### src/rtl/zw_sram_pkg.sv
package zw_sram_pkg;
  typedef enum logic [1:0] {
    OP_IDLE = 2'd0,
    OP_RD   = 2'd1,
    OP_WR   = 2'd2
  } op_e;

  // low address bits of a burst beat
  function automatic logic [1:0] burst_low(input logic [1:0] start,
                                           input logic [1:0] cnt,
                                           input logic       ilv);
    return ilv ? (start ^ cnt) : (start + cnt);
  endfunction
endpackage

### src/rtl/zw_burst_ctrl.sv
module zw_burst_ctrl
  import zw_sram_pkg::*;
#(
  parameter int ADDR_W = 6,
  parameter int LANES  = 4
) (
  input  logic              clk_i,
  input  logic              rst_ni,
  input  logic              en_i,
  input  logic              adv_i,
  input  logic              wr_ni,
  input  logic              sel_i,
  input  logic              ilv_i,
  input  logic [ADDR_W-1:0] addr_i,
  input  logic [LANES-1:0]  lane_wr_ni,
  output op_e               op_o,
  output logic [1:0]        cnt_o,
  output logic [ADDR_W-1:0] eff_addr_o,
  output logic [LANES-1:0]  lane_we_o
);
  op_e               op_q;
  logic [ADDR_W-1:0] base_q;
  logic [1:0]        cnt_q;
  logic [LANES-1:0]  lane_we_q;

  always_ff @(posedge clk_i or negedge rst_ni) begin
    if (!rst_ni) begin
      op_q      <= OP_IDLE;
      base_q    <= '0;
      cnt_q     <= '0;
      lane_we_q <= '0;
    end else if (en_i) begin
      lane_we_q <= ~lane_wr_ni;
      if (!adv_i) begin
        base_q <= addr_i;
        cnt_q  <= '0;
        op_q   <= !sel_i ? OP_IDLE : (wr_ni ? OP_RD : OP_WR);
      end else if (op_q != OP_IDLE) begin
        cnt_q <= cnt_q + 2'd1;
      end
    end
  end

  assign op_o       = op_q;
  assign cnt_o      = cnt_q;
  assign lane_we_o  = lane_we_q;
  assign eff_addr_o = {base_q[ADDR_W-1:2], burst_low(base_q[1:0], cnt_q, ilv_i)};
endmodule

### src/rtl/zw_late_write.sv
module zw_late_write
  import zw_sram_pkg::*;
#(
  parameter int ADDR_W = 6,
  parameter int LANES  = 4,
  parameter int DATA_W = 36
) (
  input  logic              clk_i,
  input  logic              rst_ni,
  input  logic              en_i,
  input  logic              snooze_i,
  input  op_e               op_i,
  input  logic [ADDR_W-1:0] addr_i,
  input  logic [LANES-1:0]  lane_we_i,
  input  logic [DATA_W-1:0] wdata_i,
  output logic              pend_v_o,
  output logic [ADDR_W-1:0] pend_addr_o,
  output logic [LANES-1:0]  pend_we_o,
  output logic [DATA_W-1:0] pend_data_o
);
  logic take;
  assign take = (op_i == OP_WR) && !snooze_i;

  always_ff @(posedge clk_i or negedge rst_ni) begin
    if (!rst_ni) begin
      pend_v_o    <= 1'b0;
      pend_addr_o <= '0;
      pend_we_o   <= '0;
      pend_data_o <= '0;
    end else if (en_i) begin
      pend_v_o <= take;
      if (take) begin
        pend_addr_o <= addr_i;
        pend_we_o   <= lane_we_i;
        pend_data_o <= wdata_i;
      end
    end
  end
endmodule

### src/rtl/zw_mem_array.sv
module zw_mem_array #(
  parameter int ADDR_W = 6,
  parameter int LANES  = 4,
  parameter int LANE_W = 9
) (
  input  logic                    clk_i,
  input  logic                    we_i,
  input  logic [ADDR_W-1:0]       waddr_i,
  input  logic [LANES-1:0]        lane_we_i,
  input  logic [LANES*LANE_W-1:0] wdata_i,
  input  logic [ADDR_W-1:0]       raddr_i,
  output logic [LANES*LANE_W-1:0] rdata_o
);
  localparam int DEPTH = 1 << ADDR_W;

  for (genvar l = 0; l < LANES; l++) begin : g_lane
    logic [LANE_W-1:0] mem_q [DEPTH];
    always_ff @(posedge clk_i) begin
      if (we_i && lane_we_i[l]) mem_q[waddr_i] <= wdata_i[l*LANE_W +: LANE_W];
    end
    assign rdata_o[l*LANE_W +: LANE_W] = mem_q[raddr_i];
  end
endmodule

### src/rtl/zw_burst_sram.sv
module zw_burst_sram
  import zw_sram_pkg::*;
#(
  parameter int ADDR_W = 6,
  parameter int LANES  = 4
) (
  input  logic                  clk_i,
  input  logic                  rst_ni,
  input  logic                  clk_en_ni,
  input  logic                  adv_i,
  input  logic                  wr_ni,
  input  logic [LANES-1:0]      lane_wr_ni,
  input  logic                  sel_a_ni,
  input  logic                  sel_b_i,
  input  logic                  sel_c_ni,
  input  logic                  out_en_ni,
  input  logic                  ilv_mode_i,
  input  logic                  snooze_i,
  input  logic [ADDR_W-1:0]     addr_i,
  input  logic [9*LANES-1:0]    wdata_i,
  output logic [9*LANES-1:0]    rdata_o,
  output logic                  rdata_oe_o
);
  localparam int LANE_W = 9;
  localparam int DATA_W = LANES * LANE_W;

  logic              en;
  logic              sel_ok;
  op_e               op_q;
  logic [1:0]        cnt_q;
  logic [ADDR_W-1:0] eff_addr;
  logic [LANES-1:0]  lane_we;
  logic              pend_v;
  logic [ADDR_W-1:0] pend_addr;
  logic [LANES-1:0]  pend_we;
  logic [DATA_W-1:0] pend_data;
  logic [DATA_W-1:0] arr_rdata;
  logic [DATA_W-1:0] fwd_rdata;
  logic              hit;

  assign en     = !clk_en_ni;
  assign sel_ok = !sel_a_ni && sel_b_i && !sel_c_ni;

  zw_burst_ctrl #(.ADDR_W(ADDR_W), .LANES(LANES)) u_ctrl (
    .clk_i      (clk_i),
    .rst_ni     (rst_ni),
    .en_i       (en),
    .adv_i      (adv_i),
    .wr_ni      (wr_ni),
    .sel_i      (sel_ok),
    .ilv_i      (ilv_mode_i),
    .addr_i     (addr_i),
    .lane_wr_ni (lane_wr_ni),
    .op_o       (op_q),
    .cnt_o      (cnt_q),
    .eff_addr_o (eff_addr),
    .lane_we_o  (lane_we)
  );

  zw_late_write #(.ADDR_W(ADDR_W), .LANES(LANES), .DATA_W(DATA_W)) u_lwr (
    .clk_i       (clk_i),
    .rst_ni      (rst_ni),
    .en_i        (en),
    .snooze_i    (snooze_i),
    .op_i        (op_q),
    .addr_i      (eff_addr),
    .lane_we_i   (lane_we),
    .wdata_i     (wdata_i),
    .pend_v_o    (pend_v),
    .pend_addr_o (pend_addr),
    .pend_we_o   (pend_we),
    .pend_data_o (pend_data)
  );

  // pending word retires at the next enabled edge
  zw_mem_array #(.ADDR_W(ADDR_W), .LANES(LANES), .LANE_W(LANE_W)) u_mem (
    .clk_i     (clk_i),
    .we_i      (en && pend_v),
    .waddr_i   (pend_addr),
    .lane_we_i (pend_we),
    .wdata_i   (pend_data),
    .raddr_i   (eff_addr),
    .rdata_o   (arr_rdata)
  );

  assign hit = pend_v && (pend_addr == eff_addr);

  for (genvar l = 0; l < LANES; l++) begin : g_fwd
    assign fwd_rdata[l*LANE_W +: LANE_W] = (hit && pend_we[l]) ?
        pend_data[l*LANE_W +: LANE_W] : arr_rdata[l*LANE_W +: LANE_W];
  end

  assign rdata_oe_o = (op_q == OP_RD) && !out_en_ni && !snooze_i;
  assign rdata_o    = rdata_oe_o ? fwd_rdata : '0;
endmodule

### config.mk
export PLATFORM = sky130hd
export DESIGN_NAME = zw_burst_sram
export DESIGN_NICKNAME = d
export VERILOG_FILES = /design/src/rtl/zw_sram_pkg.sv /design/src/rtl/zw_burst_ctrl.sv /design/src/rtl/zw_late_write.sv /design/src/rtl/zw_mem_array.sv /design/src/rtl/zw_burst_sram.sv
export SDC_FILE = /design/constraint.sdc
export NUM_CORES = 2
export LEC_CHECK = 0
export BUFFER_PORTS_ARGS = -buffer_cell sky130_fd_sc_hd__buf_2
export CAP_MARGIN = 10
export CORE_ASPECT_RATIO = 1.25
export CORE_MARGIN = 2
export CORE_UTILIZATION = 25
export DETAILED_ROUTE_END_ITERATION = 8
export GPL_TIMING_DRIVEN = 0
export PLACE_DENSITY = 0.42
export SLEW_MARGIN = 5
export SYNTH_ARGS = -nofsm -noshare
export SYNTH_HDL_FRONTEND = slang
export SYNTH_SLANG_ARGS = --single-unit
### constraint.sdc
create_clock -name clk_i -period 4.7 [get_ports clk_i]
set_clock_uncertainty 0.05 [all_clocks]
set_input_delay 0.705 -clock clk_i [delete_from_list [all_inputs] [get_ports clk_i]]
set_output_delay 0.705 -clock clk_i [all_outputs]
set_load 0.1 [all_outputs]
==> impl_results.md <==
- Crit start category: flop
- Top FF cell, synth: edfxtp_1
- Worst setup margin: -1160 ps
- CTS tree: done
- Vias in the first global route: 65.0k
- CP required: 3940 ps
- Pwr Total: 78.7 mW
- Die Area: 0.387 sq mm
- Final wirelength: 598 mm
- Minimum clock period: 5860 ps
- H-tree depth: 4
- Synth async-reset ratio: 2.58%
- Initial drt markers: 12.8k
- Die H: 695 um
- Gpl congestion: 1.04
- Filler cells: 36.9k
- Share of cells above drive strength 1: 29.9%
- Yosys reg bits: 2365
- Largest net degree at the start of global routing: 68
- Vias per cell: 5.73
- Starting Density: 25.1%
- Post-Syn Area per Cell: 15.5 sq um
- Leakage power: 41.0 nW
- Slew Viols, Final: 0
- Yosys cell types: 64
- Setup slack, reg-to-reg: 450 ps
- Number of flops mapped to enable cells by yosys: 2304
- Peak VDD IR: 0.413 mV
- Crit path from: u_ctrl.base_q[3]
- Status: complete, but fails checks
- Sequential share of the synthesized area: 74.0%
- DRC viols: 0
- Worst-skew pair later-pin latency: 990 ps
- Type of the most critical hold path: input pin to asynchronous set/reset pin
- Chip width: 557 um
- Setup repair after global routing missed its margin: true
- DP Area: 0.108 sq mm
- Maxcap violations: 0
- Fmax: 171 MHz
- Final worst-path cycle share: 125%
- Root buf cell: clkbuf_16
- Synth Cell Area: 0.0955 sq mm
- Post-synth net total: 6230
- ANT nets after route: 0
- GR Overflow Total: 0
- DRT Pass-1 Iters: 6
- Critical path arrival: 5100 ps
- Initial antenna violation count: 87
- Core ar.: 0.380 sq mm
- Worst Path Max Fanout: 10
- IO Count: 94
- Vias: 71.5k
- Fin area: 0.125 sq mm
- Per-cell routed wire length: 48.0 um
- Final Net Count: 7174
- Max-slew headroom: 7.71%
- Yosys warns: 0
- Total track usage: 30.0%
- CTS Sinks: 2365
- Port bufs: 92
- Final HPWL DP: 419 mm
- Num CTS Buffers: 242
- Cell row count: 253
- Worst r2r src: u_lwr.pend_v_o
- Crit Path Category: flop to output port
- Cell count after synthesis: 6172
- Tightest Pin Transition: 1380 ps
- CP endpoint kind: output port
- Final Hold Fails: 0
- Final setup fails: 36
- Clk slew on worst S/H paths: 60 ps
- Buffers from clock root to sink, at most: 4
- Failing checks: setup timing
- P&R area growth vs syn: 31.3%
- Pwr Density: 627 mW/mm^2
- First-pass GRT wire length: 738 mm
[worst max-delay path, stage by stage, from the launching register on]
cell and delay [ps]:
dfrtp_1 590, clkbuf_2 370, buf_2 470, clkbuf_2 410
buf_12 280, clkbuf_4 470, nand4_1 210, nand4_1 310
nand4_1 130, o211ai_1 500, buf_6 330
[kinds of logic (layout without fill, tap and decap cells)]
kind of cell / after synthesis / after routing / share of synthesized area, %
compound gates: 760 / 760 / 5.50
xor+xnor: 10 / 10 / 0.153
fa+ha+maj: 1 / 1 / 0.0131
buf+inv: 422 / 1565 / 2.01
flops: 2365 / 2365 / 74.0
mux: 557 / 557 / 9.13
other cells: 0 / 50 / 0
simple gates: 2057 / 2057 / 9.18
[power by group]
part           internal, mW  switching [mW]  leakage (nW)
clock                  11.1            8.86          3.79
sequential             25.3           0.783          21.5
combinational          10.1            22.5          15.7
[state kept, by name (all words and copies together) (netlist names)]
register            cells
u_mem.g_lane.mem_q   2304
u_ctrl.lane_we_o        4
u_lwr.pend_data_o      36
u_lwr.pend_v_o          1
u_ctrl.base_q           6
u_ctrl.cnt_o            2
u_lwr.pend_we_o         4
u_ctrl.op_o             2
u_lwr.pend_addr_o       6
[cells in the mapped netlist (12+ instances only)]
library cell  instances  area share (%)
o21ai_0             117            0.61
nand2_1            1086             4.3
mux2i_1             227             2.4
a221o_1              26            0.27
o311ai_0             29            0.27
a21oi_1             154            0.81
a22oi_1              15            0.12
o221ai_1             42            0.38
nand4_1              50            0.33
mux4_2              243             5.7
a221oi_1             31            0.28
mux2_2               87             1.0
and3_1               18            0.12
nor2_1              339             1.3
buf_1                34            0.13
nand3_1             301             1.6
or4_1                12           0.094
o22ai_1              33            0.22
edfxtp_1           2304              72
a211oi_1             28            0.22
nor3_1              157            0.82
nor4_1               64            0.42
a311oi_1             24            0.22
dfrtp_1              61             1.6
clkbuf_1            220            0.86
a2111oi_0            15            0.14
a31oi_1             117            0.77
buf_4                34            0.27
buf_2               120            0.63
a32oi_1              50            0.46
a32o_1               15            0.16
o211ai_1             13            0.10
[placed cells by master, fill, tap and decap left out, types with 19 or more instances in the layout]
| cell type | n |
|---|---|
| a311oi_1 | 19 |
| edfxtp_1 | 2304 |
| clkbuf_1 | 104 |
| dfrtp_1 | 22 |
| clkinv_1 | 56 |
| nor2_1 | 179 |
| mux2i_1 | 206 |
| buf_16 | 128 |
| buf_12 | 171 |
| nor4_1 | 48 |
| clkbuf_2 | 48 |
| o21ai_0 | 88 |
| nand4_1 | 50 |
| buf_8 | 139 |
| o22ai_1 | 27 |
| mux4_2 | 243 |
| a211oi_1 | 22 |
| buf_6 | 84 |
| a31oi_1 | 90 |
| dfrtp_4 | 30 |
| a32oi_1 | 37 |
| nand2_1 | 1039 |
| nand3_1 | 280 |
| nor3_1 | 148 |
| bufinv_16 | 28 |
| buf_4 | 276 |
| dlygate4sd3_1 | 53 |
| mux2_2 | 87 |
| nor2_2 | 144 |
| clkbuf_4 | 52 |
| o221ai_1 | 34 |
| nand2_2 | 27 |
| buf_2 | 65 |
| diode_2 | 50 |
| clkinv_2 | 36 |
| a21oi_1 | 129 |
| clkbuf_8 | 39 |
| o311ai_0 | 25 |
| clkbuf_16 | 261 |
[worst paths after layout]
path	endpoint	depth (start not counted)
worst max-delay path	rdata_o[4]	10
worst min-delay path	u_lwr.pend_data_o[27]	2
worst max register to register	u_mem.g_lane[1].mem_q[31][2]	5
worst min register to register	u_ctrl.lane_we_o[1]	2
max in group asynchronous	u_lwr.pend_data_o[5]	3
min in group clk_i	u_ctrl.op_o[1]	3
[routing by layer]
metal	part of all wire, %	global-route usage (%)
met1	34	34.1
met2	43	45.3
met3	11	8.39
met4	12	28.7
met5	0.033	0
[cell type report]
cell class              instances  area [sq um]  share of cell area, %
flip-flops and latches       2365         70800                   56.5
repair buffers                708          9070                   7.23
inverters                       6          36.3                 0.0289
plain buffers                 408          5570                   4.44
clock buffers                 308          6420                   5.12
multi-input cells            3385         25700                   20.5
clock inverters               135          1360                   1.09
diodes                         50           125                 0.0997
well taps                    5100          6380                   5.09
[what timing repair did]
action                     4_1_cts  5_1_grt
pin swaps                       81      100
setup buffers                  137      150
setup endpoints to repair       39       36
resized for setup             1321      307
cloned                           2        5
hold buffers                    53        0
hold endpoints to repair        74        0
[stage by stage]
stage,hold WS (ps),utilization (%),setup TNS [ps],instances,setup WS (ps)
finish,211,33.0,-29470,12500,-1160
detailed placement,430,28.3,-110210,11600,-3900
global route,265,33.0,-27960,12400,-980
floorplan,359,-,-135,6172,-135
global placement,420,26.9,-279690,11400,-5590
CTS,209,32.2,-28450,12300,-1020
Power figures use the tool's default switching activity.
